[config.mk]
export PLATFORM = sky130hd
export DESIGN_NAME = frame_seq
export DESIGN_NICKNAME = d
export VERILOG_FILES = /design/src/rtl/fs_pkg.sv /design/src/rtl/fs_sclk_gen.sv /design/src/rtl/fs_shifter.sv /design/src/rtl/fs_ctrl.sv /design/src/rtl/frame_seq.sv
export SDC_FILE = /design/constraint.sdc
export NUM_CORES = 1
export LEC_CHECK = 0
export BUFFER_PORTS_ARGS = -buffer_cell sky130_fd_sc_hd__buf_2
export CORE_MARGIN = 2
export CORE_UTILIZATION = 48
export CTS_CLUSTER_SIZE = 20
export DETAILED_ROUTE_END_ITERATION = 10
export PLACE_DENSITY = 0.7
export SYNTH_ARGS = -nofsm -noshare
export SYNTH_HDL_FRONTEND = slang
export SYNTH_SLANG_ARGS = --single-unit
[constraint.sdc]
create_clock -name clk -period 2.45 [get_ports clk]
set_clock_uncertainty 0.2 [all_clocks]
set_input_delay 0.3675 -clock clk [delete_from_list [all_inputs] [get_ports clk]]
set_output_delay 0.3675 -clock clk [all_outputs]
set_load 0.01 [all_outputs]
[src/rtl/fs_pkg.sv]
package fs_pkg;
  typedef enum logic [1:0] {
    ST_IDLE = 2'd0,
    ST_PRI  = 2'd1,
    ST_GAP  = 2'd2,
    ST_SEC  = 2'd3
  } seq_state_t;
endpackage

[src/rtl/fs_sclk_gen.sv]
module fs_sclk_gen #(
  parameter int HALF_DIV = 2
) (
  input  logic clk,
  input  logic rst,
  output logic sclk,
  output logic rise_tk,
  output logic fall_tk
);
  localparam int CW = (HALF_DIV > 1) ? $clog2(HALF_DIV) : 1;

  logic [CW-1:0] cnt;
  logic          tick;

  assign tick    = (cnt == CW'(HALF_DIV - 1));
  assign rise_tk = tick & ~sclk;
  assign fall_tk = tick & sclk;

  always_ff @(posedge clk) begin
    if (rst) begin
      cnt  <= '0;
      sclk <= 1'b0;
    end else if (tick) begin
      cnt  <= '0;
      sclk <= ~sclk;
    end else begin
      cnt  <= cnt + 1'b1;
    end
  end
endmodule

[src/rtl/fs_shifter.sv]
module fs_shifter #(
  parameter int W = 16
) (
  input  logic         clk,
  input  logic         rst,
  input  logic         rise_tk,
  input  logic         fall_tk,
  input  logic         load_pri,
  input  logic         load_sec,
  input  logic         shift_en,
  input  logic         dx,
  input  logic [W-1:0] par_in,
  output logic         dr,
  output logic [W-1:0] rx_word
);
  logic [W-1:0] tx_reg;

  always_ff @(posedge clk) begin
    if (rst) begin
      tx_reg <= '0;
      dr     <= 1'b0;
    end else if (load_pri) begin
      dr     <= par_in[W-1];
      tx_reg <= {par_in[W-2:0], 1'b0};
    end else if (load_sec) begin
      dr     <= 1'b0;
      tx_reg <= '0;
    end else if (rise_tk && shift_en) begin
      dr     <= tx_reg[W-1];
      tx_reg <= {tx_reg[W-2:0], 1'b0};
    end
  end

  always_ff @(posedge clk) begin
    if (rst) begin
      rx_word <= '0;
    end else if (fall_tk && shift_en) begin
      rx_word <= {rx_word[W-2:0], dx};
    end
  end
endmodule

[src/rtl/fs_ctrl.sv]
module fs_ctrl
  import fs_pkg::*;
#(
  parameter int W       = 16,
  parameter int GAP_CYC = 4
) (
  input  logic         clk,
  input  logic         rst,
  input  logic         rise_tk,
  input  logic         fall_tk,
  input  logic         conv_start,
  input  logic         sync_mode,
  input  logic [W-1:0] rx_word,
  output logic         load_pri,
  output logic         load_sec,
  output logic         in_frame,
  output logic         sec_active,
  output logic         fsx_n,
  output logic         fsr_n,
  output logic [W-1:0] prim_word,
  output logic         prim_valid,
  output logic [W-1:0] cfg_word,
  output logic         cfg_valid,
  output logic         overrun
);
  localparam int BCW = $clog2(W + 1);
  localparam int GCW = $clog2(GAP_CYC + 1);

  seq_state_t     state;
  logic [BCW-1:0] bit_cnt;
  logic [GCW-1:0] gap_cnt;
  logic           pend;
  logic           req;
  logic           frame_end;

  assign req        = pend | conv_start;
  assign in_frame   = (state == ST_PRI) || (state == ST_SEC);
  assign sec_active = (state == ST_SEC);
  assign load_pri   = rise_tk && req && ((state == ST_IDLE) || (state == ST_GAP));
  assign load_sec   = rise_tk && !req && (state == ST_GAP) && (gap_cnt == GCW'(GAP_CYC));
  assign frame_end  = rise_tk && in_frame && (bit_cnt == BCW'(W));

  always_ff @(posedge clk) begin
    if (rst) begin
      pend <= 1'b0;
    end else if (load_pri) begin
      pend <= 1'b0;
    end else if (conv_start) begin
      pend <= 1'b1;
    end
  end

  always_ff @(posedge clk) begin
    if (rst) begin
      state      <= ST_IDLE;
      bit_cnt    <= '0;
      gap_cnt    <= '0;
      fsx_n      <= 1'b1;
      fsr_n      <= 1'b1;
      prim_word  <= '0;
      prim_valid <= 1'b0;
      cfg_word   <= '0;
      cfg_valid  <= 1'b0;
      overrun    <= 1'b0;
    end else begin
      prim_valid <= 1'b0;
      cfg_valid  <= 1'b0;
      overrun    <= 1'b0;
      if (fall_tk && in_frame) begin
        bit_cnt <= bit_cnt + 1'b1;
      end
      case (state)
        ST_IDLE: begin
          if (load_pri) begin
            state   <= ST_PRI;
            fsx_n   <= 1'b0;
            fsr_n   <= ~sync_mode;
            bit_cnt <= '0;
          end
        end
        ST_PRI: begin
          if (frame_end) begin
            fsx_n      <= 1'b1;
            fsr_n      <= 1'b1;
            prim_word  <= rx_word;
            prim_valid <= 1'b1;
            if (rx_word[1:0] == 2'b11) begin
              state   <= ST_GAP;
              gap_cnt <= GCW'(1);
            end else begin
              state <= ST_IDLE;
            end
          end
        end
        ST_GAP: begin
          if (load_pri) begin
            state   <= ST_PRI;
            fsx_n   <= 1'b0;
            fsr_n   <= ~sync_mode;
            bit_cnt <= '0;
            overrun <= 1'b1;
          end else if (load_sec) begin
            state   <= ST_SEC;
            fsx_n   <= 1'b0;
            bit_cnt <= '0;
          end else if (rise_tk) begin
            gap_cnt <= gap_cnt + 1'b1;
          end
        end
        ST_SEC: begin
          if (frame_end) begin
            fsx_n     <= 1'b1;
            cfg_word  <= rx_word;
            cfg_valid <= 1'b1;
            state     <= ST_IDLE;
          end
        end
        default: state <= ST_IDLE;
      endcase
    end
  end
endmodule

[src/rtl/frame_seq.sv]
module frame_seq #(
  parameter int W        = 16,
  parameter int HALF_DIV = 2,
  parameter int GAP_CYC  = 4
) (
  input  logic         clk,
  input  logic         rst,
  input  logic         conv_start,
  input  logic         sync_mode,
  input  logic [W-1:0] adc_word,
  input  logic         dx,
  output logic         sclk,
  output logic         fsx_n,
  output logic         fsr_n,
  output logic         dr,
  output logic [W-1:0] prim_word,
  output logic         prim_valid,
  output logic [W-1:0] cfg_word,
  output logic         cfg_valid,
  output logic         overrun
);
  logic         rise_tk;
  logic         fall_tk;
  logic         load_pri;
  logic         load_sec;
  logic         in_frame;
  logic         sec_active;
  logic [W-1:0] rx_word;

  fs_sclk_gen #(.HALF_DIV(HALF_DIV)) u_clkgen (
    .clk     (clk),
    .rst     (rst),
    .sclk    (sclk),
    .rise_tk (rise_tk),
    .fall_tk (fall_tk)
  );

  fs_shifter #(.W(W)) u_shift (
    .clk      (clk),
    .rst      (rst),
    .rise_tk  (rise_tk),
    .fall_tk  (fall_tk),
    .load_pri (load_pri),
    .load_sec (load_sec),
    .shift_en (in_frame),
    .dx       (dx),
    .par_in   (adc_word),
    .dr       (dr),
    .rx_word  (rx_word)
  );

  fs_ctrl #(.W(W), .GAP_CYC(GAP_CYC)) u_ctrl (
    .clk        (clk),
    .rst        (rst),
    .rise_tk    (rise_tk),
    .fall_tk    (fall_tk),
    .conv_start (conv_start),
    .sync_mode  (sync_mode),
    .rx_word    (rx_word),
    .load_pri   (load_pri),
    .load_sec   (load_sec),
    .in_frame   (in_frame),
    .sec_active (sec_active),
    .fsx_n      (fsx_n),
    .fsr_n      (fsr_n),
    .prim_word  (prim_word),
    .prim_valid (prim_valid),
    .cfg_word   (cfg_word),
    .cfg_valid  (cfg_valid),
    .overrun    (overrun)
  );
endmodule

* After elaboration in Yosys (flattened, before gate mapping) *
Index checks and enable logic that the tools add are counted.

cells by class
  bitwise logic cells = 8
  reductions and logical operators = 28
  equality and inequality tests = 16
  $add $sub $neg = 3
  mux-type cells = 33

operator list
  kind                                                                     number
  16-bit 2-to-1 mux                                                        3
  5-bit 2-to-1 mux                                                         4
  3-bit 2-to-1 mux                                                         5
  2-bit OR reduction                                                       7
  2-bit 2-to-1 mux                                                         6
  1-bit 2-to-1 mux                                                         10
  2-bit by 1-bit inequality test with 1-bit output, second input constant  5
  5-bit case mux with 2 select lines                                       1
  1-bit logical AND                                                        8
  2-bit inequality test, second input constant                             4
  2-bit case mux with 4 select lines                                       1
  2-bit == test, second input constant                                     3
  3-bit case mux with 2 select lines                                       1
  3-bit AND reduction                                                      2
  6-bit AND reduction                                                      1
  5-bit by 1-bit adder with 5-bit output, second input constant            1
  5-bit == test, second input constant                                     1
  1-bit NOT                                                                5
  2-bit AND reduction                                                      2
  4-bit AND reduction                                                      1
  2-bit nonzero test                                                       2
  3-bit by 1-bit adder with 3-bit output, second input constant            1
  3-bit == test, second input constant                                     1
  3-bit inequality test, second input constant                             1
  10 further kinds                                                         12

storage, ports and cells
  bits of input ports = 21
  word-level logic and storage cells = 104
  output and inout bits = 39
  register bits after elaboration = 82

* Logic depth before layout (Yosys ltp) *
Gate-level depths: netlist (run 1).

  word-level depth = 8
  depth in mapped cells = 9

* By module *
A second synthesis (run 1) with hierarchy kept.

unflattened totals
  cell total of the unflattened synthesis = 366
  area total of the unflattened synthesis = 3,387.0 sq um

by module, submodules not included
  module       area an instance (sq um)  cells each  seq. area each (sq um)  instances
  fs_ctrl      1,941.9                   199         960.9                   1
  fs_shifter   1,375.1                   160         640.6                   1
  fs_sclk_gen  70.1                      7           40.0                    1

* Worst setup path after synthesis (run 1) *
OpenSTA, ideal clock, no wires.

  path type = register to register
  start point = register u_ctrl.bit_cnt[0]
  end point = register u_ctrl.fsr_n
  data required time = 2.136 ns
  clock period less this slack = 1.931 ns
  stages on the path, launching flop included = 9
  path slack = 0.519 ns
  data arrival time = 1.617 ns
  cell sequence = dfxtp_1 -> inv_1 -> ha_1 -> nor4bb_1 -> buf_2 -> and3_1 -> buf_2 -> or3_1 -> a21o_1

between the ends
  word-level cells in the longest chain between the ends = 4

RTL lines
  what                                                        RTL line       source
  from (decl)                                                 fs_ctrl.sv:30  logic [BCW-1:0] bit_cnt;
  from (signal assigned)                                      fs_ctrl.sv:70  bit_cnt <= bit_cnt + 1'b1;
  5-bit == test                                               fs_ctrl.sv:41  assign frame_end = rise_tk && in_frame && (bit_cnt == BCW'(W));
  1-bit logical AND                                           fs_ctrl.sv:41
  2-bit by 1-bit inequality test with 1-bit output (no line)  --
  3-bit AND reduction (no line)                               --
  to (signal assigned)                                        fs_ctrl.sv:77  fsr_n <= ~sync_mode;
  to (signal assigned)                                        fs_ctrl.sv:99  fsr_n <= ~sync_mode;
  to (decl)                                                   fs_ctrl.sv:19  output logic fsr_n,

Every way passes these cells.
A chain may end at the register's enable or synchronous reset.

* Worst setup path after layout (run 1) *
  start point = register u_ctrl.state[0]
  end point = register u_shift.tx_reg[4]

between the ends
  word-level cells in the longest chain between the ends = 5

RTL lines
  what                            RTL line                      source
  from (decl)                     fs_ctrl.sv:29                 seq_state_t state;
  from (signal assigned)          fs_ctrl.sv:55                 state <= ST_IDLE;
  from (signal assigned)          fs_ctrl.sv:75                 state <= ST_PRI;
  from (signal assigned)          fs_ctrl.sv:88                 state <= ST_GAP;
  2-bit == test                   fs_ctrl.sv:39, fs_ctrl.sv:40
  1-bit logical AND (2 in a row)  fs_ctrl.sv:40                 assign load_sec = rise_tk && !req && (state == ST_GAP) && (gap_cnt == GCW'(GAP_CYC));
  16-bit 2-to-1 mux               fs_shifter.sv:25              end else if (load_sec) begin
  16-bit 2-to-1 mux               fs_shifter.sv:22              end else if (load_pri) begin
  to (signal assigned)            fs_shifter.sv:24              tx_reg <= {par_in[W-2:0], 1'b0};
  to (signal assigned)            fs_shifter.sv:30              tx_reg <= {tx_reg[W-2:0], 1'b0};
  to (decl)                       fs_shifter.sv:16              logic [W-1:0] tx_reg;

Several ways; a longest one is shown, not always the timed one.

==> flow_metrics.tcl, run 1 <==
set metrics [dict create \
    status "complete, no violations" \
    worstHoldEndpoint "u_shift.tx_reg[1]" \
    num-fill-cells 641 \
    critPathCaptureType "register" \
    finalHoldViolCount 0 \
    setup_tns_ns 0 \
    dieArea_mm2 0.00765 \
    drc 0 \
    synth_top_area_share_pct 49.1 \
    hold_buffers 0 \
    clk_latency_ns 0.36 \
    grt_max_degree 32 \
    relSlewSlack_pct 50.2 \
    die_h_um 87.4 \
    yosys.area.top_type "dfxtp_1" \
    hpwl_um 4970 \
    syn_avg_cell_area_um2 8.35 \
    min_period_ns 2.15 \
    hold_class "in -> reg" \
    reg2reg_depth 4 \
    path_clk_slew_ns 0.09 \
    first_pass_iters 4 \
    drtIter0Drc 139 \
    htreeDepth 3 \
    synthCells 400 \
    cts.sinks 82 \
    synth_top_flop_cell "dfxtp_1" \
    wire_per_inst_um 13.5 \
    finalCritPeriodShare_pct 87.6 \
    max_freq_mhz 466 \
    ys_async_sr_fraction_pct 0 \
    wl_um 7290 \
    core_area_mm2 0.00676 \
    synth_fp_nets 425 \
    via_per_inst 5.36 \
    ff2ff_setup_slack_ns 0.30 \
    leakage_nw 1.53 \
    synth.top_cells.by_area "dfxtp_1 49%, nand2_1 9.7%, a21oi_1 8.2%" \
    maxSlewViolCount 0 \
    final_antenna_net_count 0 \
    vias 2883 \
    fin_ws_ns 0.304 \
    reg_top3 "u_ctrl.cfg_word x16, u_ctrl.prim_word x16, u_shift.rx_word x16" \
    vdd.ir_drop.worst_mv 0.322 \
    globalplace.congestion 0.786 \
    rsz0062_at_grt "false" \
    final_layout_size_suffix_gt1_share_pct 22.1 \
    antenna_found_initial 0 \
    min_path_cells 3 \
    synth_seq_cells 82 \
    pre_cts_ws_ns 0.293 \
    io_buffers 59 \
    synth_seq_area_share_pct 49.1 \
    crit_required_ns 2.52 \
    p_per_area_mw_per_mm2 659 \
    setup_viol 0 \
    synth_cell_types 41 \
    path_max_fanout 15 \
    num_io_pins 60 \
    clockBufferDepth 2 \
    cts_tree "done" \
    nets 478 \
    num_antenna_cells 0 \
    areaGrowthSynthToFinish_pct 16.9 \
    start_util_pct 49.5 \
    critical_path_class "reg -> reg" \
    synth_edf_count 0 \
    numCtsBuffers 9 \
    synth.cell_area_mm2 0.00334 \
    r2r-end "u_shift.tx_reg[4]" \
    tightest_slew_ns 0.748 \
    rows 30 \
    drv_cap 0 \
    grt_overflow 0 \
    grt_pass1_vias 2681 \
    ctsResizeCount 0 \
    postCtsSetupBuffers 0 \
    start_kind "register" \
    grt_use_total_pct 20.0 \
    fp.dieW_um 87.4 \
    grt_first_pass_wirelength_um 12200 \
    synth_warnings 0 \
    r2r_start "u_ctrl.state[0]" \
    crit_arrival_ns 2.22 \
    hp-start "adc_word[0]" \
    clockRootBuffer "clkbuf_8" \
]
-- critical path, stage by stage, from the launching register on --
cell,delay (ns)
dfxtp_1,0.43
nand4bb_1,0.29
or3_4,0.43
and2_1,0.39
a211oi_1,0.33
-- placed cells by master, fill, tap and decap left out, drive strengths merged, types with 2 or more instances in the layout --
cell type  netlist  routed
a211oi          16      16
a21oi           55      55
and2             2       2
and3             2       2
buf             14      73
clkbuf          17       9
clkinv           0       2
dfxtp           82      82
ha               4       4
inv             20      23
mux2i            2       2
nand2           86      86
nand2b           5       5
nand3           18      18
nand4            3       3
nor2            10      10
nor3             8       8
o21ai           16      16
o21bai          15      15
or3              5       5
xor2             3       3
-- power breakdown --
part / switching (mW) / total, mW / internal (mW)
registers: 0.0236 / 1.39 / 1.36
logic: 0.103 / 0.176 / 0.0727
clock network: 0.522 / 1.01 / 0.488
-- synth_stat cells, types with 2 or more instances --
library cell and instances:
o21ai_0 16, nor3_1 8, a211oi_1 6, a211oi_2 10, nor2_1 10, ha_1 4, a21oi_1 55, o21bai_1 15
inv_1 20, nand3_1 18, buf_2 10, and2_1 2, mux2i_1 2, buf_1 2, nand2b_1 5, buf_6 2
dfxtp_1 82, nand2_1 86, xor2_1 3, or3_1 4, and3_1 2, clkbuf_1 17, nand4_1 3
-- kinds of logic (layout without fill, tap and decap cells) --
group                    count (synthesis)  in the layout  synth area share (%)
flip-flops                              82             82                  49.1
multiplexers                             2              2                 0.599
XOR/XNOR                                 3              3                 0.786
AO/OA/AOI/OAI                          109            109                  20.7
buffers and inverters                   51            109                  6.55
AND/OR/NAND/NOR                        149            149                  20.7
adder cells (fa/ha/maj)                  4              4                  1.50
-- per-stage QoR --
| step | instances | cell area [um^2] | util [%] | hold WS (ns) | power (mW) |
|---|---|---|---|---|---|
| finish | 538 | 3910 | 57.8 | 0.0366 | 2.57 |
| global route | 538 | 3910 | 57.8 | 0.0511 | 2.68 |
| CTS | 538 | 3910 | 57.8 | 0.0307 | 2.59 |
| detailed placement | 522 | 3700 | 54.7 | 0.242 | 1.59 |
| global placement | 522 | 3700 | 54.7 | 0.236 | 1.59 |
| floorplan | 400 | 3340 | - | 0.225 | 1.54 |
-- area by class of cell --
type,instances,area [um^2],area share [%]
clock buffer,9,124,3.17
sequential,82,1640,42.0
tap,80,100,2.56
timing repair buffer,73,400,10.2
multi-input combinational,267,1480,37.9
inverter,20,75.1,1.92
clock inverter,7,83.8,2.15
-- routing by layer --
metal | global-route usage, % | up-vias | part of all wire [%] | wire (um)
met4 | 7.41 | 0 | 1.2 | 86
li1 | - | 1464 | - | -
met3 | 3.79 | 12 | 5.3 | 387
met2 | 31.5 | 76 | 46 | 3380
met1 | 27.4 | 1331 | 47 | 3430
met5 | 0 | - | 0 | 0
-- how the worst max path moves through the flow --
| stage | endpoint | start | slack (ns) |
|---|---|---|---|
| after global placement | u_shift.dr | conv_start | 0.33 |
| after global routing | u_shift.tx_reg[15] | u_ctrl.state[0] | 0.16 |
| after floorplan | u_ctrl.fsr_n | u_ctrl.bit_cnt[0] | 0.52 |
| after CTS | u_shift.tx_reg[15] | u_ctrl.state[0] | 0.29 |
| after detailed placement | u_shift.tx_reg[4] | conv_start | 0.29 |
| final | u_shift.tx_reg[4] | u_ctrl.state[0] | 0.30 |
Note: power is estimated with default switching activity, not from simulation.
==> run 2: changes to the inputs <==
==> constraint.sdc (replaced) <==
create_clock -name clk -period 2.75 [get_ports clk]
set_clock_uncertainty 0.2 [all_clocks]
set_input_delay 0.4125 -clock clk [delete_from_list [all_inputs] [get_ports clk]]
set_output_delay 0.4125 -clock clk [all_outputs]
set_load 0.01 [all_outputs]
==> run 2 against run 1 <==
  * Largest cell class unchanged
  * Global-route usage up 0.091 points
  * Core utilization is 1.2 points lower
  * Fmax is 3.6% lower
  * Setup slack improved by 0.22 ns
  * Sequential power shrank 11%
  * Critical endpoint is now u_ctrl.cfg_word[9]
  * Total power is 17% lower
  * Via count is 0.94% lower
  * Clock-buffer cell count up 4
  * Sequential share of layout area up 0.91 points
  * Final area decreased by 2.1%
  * Clock power down 25%
==> flow_metrics.tcl, run 2 (synthesis gave the netlist of run 1 again) <==
set metrics [dict create \
    status "complete, no violations" \
    crit_slowest_cell "and2_1" \
    max_freq_mhz 449 \
    die_h_um 87.4 \
    cp_top_family "simple AND/OR/NAND/NOR gates" \
    crit_cells 7 \
    areaGrowthSynthToFinish_pct 14.4 \
    final_antenna_net_count 0 \
    leakage_nw 1.48 \
    numCtsBuffers 9 \
    grt_busiest_layer "met2" \
    setup_tns_ns 0 \
    finalCritPeriodShare_pct 80.9 \
    regArea_mm2 0.00164 \
    clockBufferDepth 2 \
    ff2ff_setup_slack_ns 0.52 \
    critical_path_class "reg -> reg" \
    wl_um 7360 \
    path_clk_slew_ns 0.08 \
    layout_common_cells "86 x nand2_1, 82 x dfxtp_1, 59 x buf_2" \
    rows 30 \
    wire_per_inst_um 13.8 \
    first_pass_iters 4 \
    hold_class "in -> reg" \
    use_met3_pct 3.70 \
    min_period_ns 2.23 \
    reg2reg_depth 7 \
    max_stage_delay_ns 0.55 \
    num-fill-cells 632 \
    worstPathBufferInverterCount 2 \
    final_layout_size_suffix_gt1_share_pct 20.4 \
    crit_path_end "u_ctrl.cfg_word[9]" \
    via_per_inst 5.37 \
    start_util_pct 49.5 \
    drv_cap 0 \
    timing.hold.ws_ns 0.0996 \
    fp.dieW_um 87.4 \
    crit_required_ns 2.83 \
    io_buffers 59 \
    setup_viol 0 \
    path_max_fanout 16 \
    num_antenna_cells 0 \
    clk_latency_ns 0.35 \
    grt_overflow 0 \
    cp-startpoint "u_ctrl.bit_cnt[0]" \
    vdd.ir_drop.worst_mv 0.431 \
    p_per_area_mw_per_mm2 560 \
    crit_arrival_ns 2.31 \
    cts_tree "done" \
    globalplace.congestion 0.831 \
    ctsResizeCount 0 \
    hp-start "adc_word[0]" \
    critPathCaptureType "register" \
    r2r_start "u_ctrl.bit_cnt[0]" \
    final_common_cell "nand2_1" \
    grt_pass1_vias 2576 \
    grt_use_total_pct 20.1 \
    maxSlewViolCount 0 \
    dieArea_mm2 0.00765 \
    clockRootBuffer "clkbuf_8" \
    drtIter0Drc 178 \
    hold_buffers 0 \
    grt_first_pass_wirelength_um 12100 \
    cts.sinks 82 \
    drc 0 \
    path_cells "inv_1, ha_1, nor4bb_1, buf_4, and2_1, nand3_1, a21oi_1" \
    grt_max_degree 44 \
    htreeDepth 3 \
    grtUsageMet1_pct 27.4 \
    r2r-end "u_ctrl.cfg_word[9]" \
    start_kind "register" \
    relSlewSlack_pct 50.2 \
    grt_util_met2_pct 31.5 \
    multi_input_area_mm2 0.00148 \
    tightest_slew_ns 0.747 \
    finalHoldViolCount 0 \
    postCtsSetupBuffers 0 \
    rsz0062_at_grt "false" \
    antenna_found_initial 0 \
    num_io_pins 60 \
    reg_top3 "u_ctrl.cfg_word x16, u_ctrl.prim_word x16, u_shift.rx_word x16" \
    hpwl_um 4870 \
    vias 2856 \
    core_area_mm2 0.00676 \
    nets 473 \
]
run 2: cell types whose count changed in the layout (fill, tap and decap cells not counted):
cell,before,now
buf_4,14,9
bufinv_16,1,0
clkbuf_1,0,3
clkbuf_8,9,10
clkinv_2,0,1
clkinv_4,2,1
clkinvlp_4,1,0
inv_6,2,0
inv_8,1,0
run 2: worst min-delay path by stage:
stage	endpoint	slack, ns	depth (start not counted)
2_1_floorplan	u_shift.tx_reg[2]	0.22	2
4_1_cts	u_shift.tx_reg[1]	0.09	3
3_5_place_dp	u_shift.tx_reg[3]	0.24	2
5_1_grt	u_shift.tx_reg[1]	0.1	3
6_report	u_shift.tx_reg[1]	0.1	3
3_3_place_gp	u_shift.tx_reg[3]	0.24	2
run 2: final cells by class:
type | instances | area share (%)
sequential | 82 | 42.9
multi-input combinational | 267 | 38.7
tap | 80 | 2.62
clock buffer | 13 | 3.89
timing repair buffer | 68 | 9.49
clock inverter | 2 | 0.360
inverter | 20 | 1.96
run 2: routing by layer:
metal / up-vias / wire length (um) / part of all wire, %
li1: 1453 / - / -
met1: 1307 / 3450 / 47
met2: 87 / 3340 / 45
met3: 9 / 476 / 6.5
met4: 0 / 84 / 1.1
met5: - / 0 / 0
run 2: tightest hold or removal path, cell delays in order:
cell	delay, ns
buf_2	0.08
a32oi_1	0.05
nor2_1	0.07
run 2: where the power goes:
group | leakage [nW] | switching [mW] | internal [mW]
logic | 0.735 | 0.0870 | 0.0604
clock network | 0.0835 | 0.403 | 0.349
registers | 0.664 | 0.0237 | 1.22
run 2: metrics by stage:
stage          setup WS, ns  utilization (%)  total power [mW]  area [um^2]  instances
2_1_floorplan         0.816                -              1.37         3340        400
3_3_place_gp          0.584             54.2              1.41         3660        517
3_5_place_dp          0.548             54.2              1.42         3660        517
4_1_cts               0.536             56.6              2.16         3820        532
5_1_grt               0.386             56.6              2.24         3820        532
6_report              0.525             56.6              2.14         3820        532
==> run 3: changes to the inputs <==
--- a/config.mk
+++ b/config.mk
@@ -10,7 +10,7 @@
 export CORE_UTILIZATION = 48
 export CTS_CLUSTER_SIZE = 20
 export DETAILED_ROUTE_END_ITERATION = 10
-export PLACE_DENSITY = 0.7
+export PLACE_DENSITY = 0.73
 export SYNTH_ARGS = -nofsm -noshare
 export SYNTH_HDL_FRONTEND = slang
 export SYNTH_SLANG_ARGS = --single-unit
==> constraint.sdc (replaced) <==
create_clock -name clk -period 1.83 [get_ports clk]
set_clock_uncertainty 0.2 [all_clocks]
set_input_delay 0.2745 -clock clk [delete_from_list [all_inputs] [get_ports clk]]
set_output_delay 0.2745 -clock clk [all_outputs]
set_load 0.01 [all_outputs]
==> run 3 against run 2 <==
  * Final area is 15% higher
  * Sequential cell count unchanged
  * Largest cell class unchanged
  * Clock power rose by 100%
  * First-iteration DRC count increased by 7.3%
  * Fmax grew 22%
  * Cell count increased by 6.2%
==> flow_metrics.tcl, run 3 (synthesis gave the netlist of run 1 again) <==
set metrics [dict create \
    power.total_mw 3.70 \
    seqPwrFrac_pct 50.3 \
    path_clk_slew_ns 0.09 \
    final_antenna_net_count 0 \
    grt_pass1_vias 2905 \
    num-fill-cells 542 \
    drtIter0Drc 191 \
    numCtsBuffers 9 \
    pwr-share-clk_pct 41.4 \
    r2r_start "u_ctrl.bit_cnt[0]" \
    cts_tree "done" \
    min_period_ns 1.83 \
    via_per_inst 5.35 \
    regArea_mm2 0.00165 \
    wire_per_inst_um 14.4 \
    reg_top3 "u_ctrl.cfg_word x16, u_ctrl.prim_word x16, u_shift.rx_word x16" \
    finalCritPeriodShare_pct 99.9 \
    ff2ff_setup_slack_ns 0.002 \
    maxSlewViolCount 0 \
    clockRootBuffer "clkbuf_8" \
    dp.cells 540 \
    grt_max_degree 31 \
    wl_um 8130 \
    hpwl_um 5260 \
    vias 3025 \
    swShare_pct 25.1 \
    final_common_cell "nand2_1" \
    p_per_area_mw_per_mm2 844 \
    areaGrowthSynthToFinish_pct 31.0 \
    cts.sinks 82 \
    layout_common_cells "84 x nand2_1, 76 x dfxtp_1, 59 x buf_2" \
    rows 30 \
    final_cell_count_no_fill 565 \
    dieArea_mm2 0.00765 \
    p_comb_share_pct 8.3 \
    crit_arrival_ns 1.90 \
    cp-startpoint "u_ctrl.bit_cnt[0]" \
    leakage_nw 1.72 \
    reg2reg_depth 7 \
    critical_path_class "reg -> reg" \
    num_antenna_cells 0 \
    switchingPower_mw 0.929 \
    critPathCaptureType "register" \
    multi_input_area_mm2 0.00161 \
    grt_overflow 0 \
    max_freq_mhz 547 \
    clk_latency_ns 0.36 \
    grt_first_pass_wirelength_um 12800 \
    start_util_pct 49.5 \
    r2r-end "u_ctrl.fsr_n" \
    final_layout_size_suffix_gt1_share_pct 32.2 \
    core_area_mm2 0.00676 \
    nets 505 \
    finalHoldViolCount 0 \
    htreeDepth 3 \
    final_cell_area_mm2 0.00438 \
    placed_cell_area_mm2 0.00392 \
    tightest_slew_ns 0.531 \
    internal_power_mw 2.77 \
    relSlewSlack_pct 64.6 \
    grt_use_total_pct 21.2 \
    crit_path_end "u_ctrl.fsr_n" \
    vdd.ir_drop.worst_mv 0.506 \
    rsz0062_at_grt "true" \
    antenna_found_initial 0 \
    io_buffers 59 \
    path_max_fanout 6 \
    clockBufferDepth 2 \
    crit_required_ns 1.90 \
    fin_ws_ns 0.00161 \
    fp.dieW_um 87.4 \
    status "complete, no violations" \
    num_io_pins 60 \
    hold_class "in -> reg" \
    first_pass_iters 4 \
    min_path_cells 3 \
    start_kind "register" \
    globalplace.congestion 0.831 \
    pre_cts_ws_ns -0.0428 \
    drv_cap 0 \
    die_h_um 87.4 \
    setup_viol 0 \
    drc 0 \
]
## run 3: cell count changes in the layout (fill, tap and decap cells not counted), sizes merged
cell | previous run | this run
buf | 68 | 96
clkinvlp | 0 | 1
bufinv | 0 | 2
inv | 20 | 23
clkbuf | 13 | 10
clkinv | 2 | 1
dlygate4sd3 | 0 | 3
## run 3: worst min-delay path by stage
stage / start / slack [ns] / endpoint
after global placement: u_shift.tx_reg[2] / 0.24 / u_shift.tx_reg[2]
after detailed placement: u_shift.tx_reg[2] / 0.24 / u_shift.tx_reg[2]
after CTS: adc_word[3] / 0.01 / u_shift.tx_reg[4]
after floorplan: dx / 0.21 / u_shift.rx_word[0]
after global routing: adc_word[3] / 0.01 / u_shift.tx_reg[4]
final: adc_word[3] / 0.01 / u_shift.tx_reg[4]
## run 3: area by class of cell
class / count / area share [%]
sequential: 82 / 37.7
timing repair buffer: 100 / 16.2
inverter: 20 / 1.71
tap: 80 / 2.29
clock buffer: 9 / 2.83
clock inverter: 7 / 2.46
multi-input combinational: 267 / 36.8
## run 3: what timing repair did
item | CTS | global route
gates resized for setup | 2 | 31
gates cloned | 0 | 1
buffers inserted | 0 | 5
setup endpoints to repair | 21 | 52
pin swaps | 1 | 5
hold endpoints to repair | 3 | 0
hold buffers | 3 | 0
## run 3: per-layer routing
metal,part of all wire (%),global-route usage [%],up-vias
met5,0,0,-
met4,1.2,7.97,0
met3,4.0,5.12,11
met2,48,34.6,68
met1,47,27.1,1435
li1,-,-,1511
## run 3: power by group through the flow
stage | Combinational, mW | Clock [mW] | Sequential [mW]
CTS | 0.278 | 1.54 | 1.86
global placement | 0.265 | 0 | 1.90
floorplan | 0.175 | 0 | 1.89
finish | 0.307 | 1.53 | 1.86
detailed placement | 0.272 | 0 | 1.90
global route | 0.335 | 1.61 | 1.87
## run 3: metrics by stage
| stage | TNS [ns] | hold slack (ns) | utilization, % |
|---|---|---|---|
| after floorplan | -0.0224 | 0.210 | - |
| after detailed placement | -0.200 | 0.237 | 58.0 |
| after global placement | 0 | 0.236 | 58.0 |
| final | 0 | 0.0130 | 64.8 |
| after global routing | -0.175 | 0.0144 | 64.8 |
| after CTS | -0.00617 | 0.0138 | 62.0 |
## run 3: critical path, cell delays in order (launching register included)
cell      delay [ns]
dfxtp_2         0.34
inv_2           0.05
ha_4            0.15
nor4bb_4        0.14
buf_4           0.16
and3_4          0.22
or3_1           0.31
a21o_1          0.16
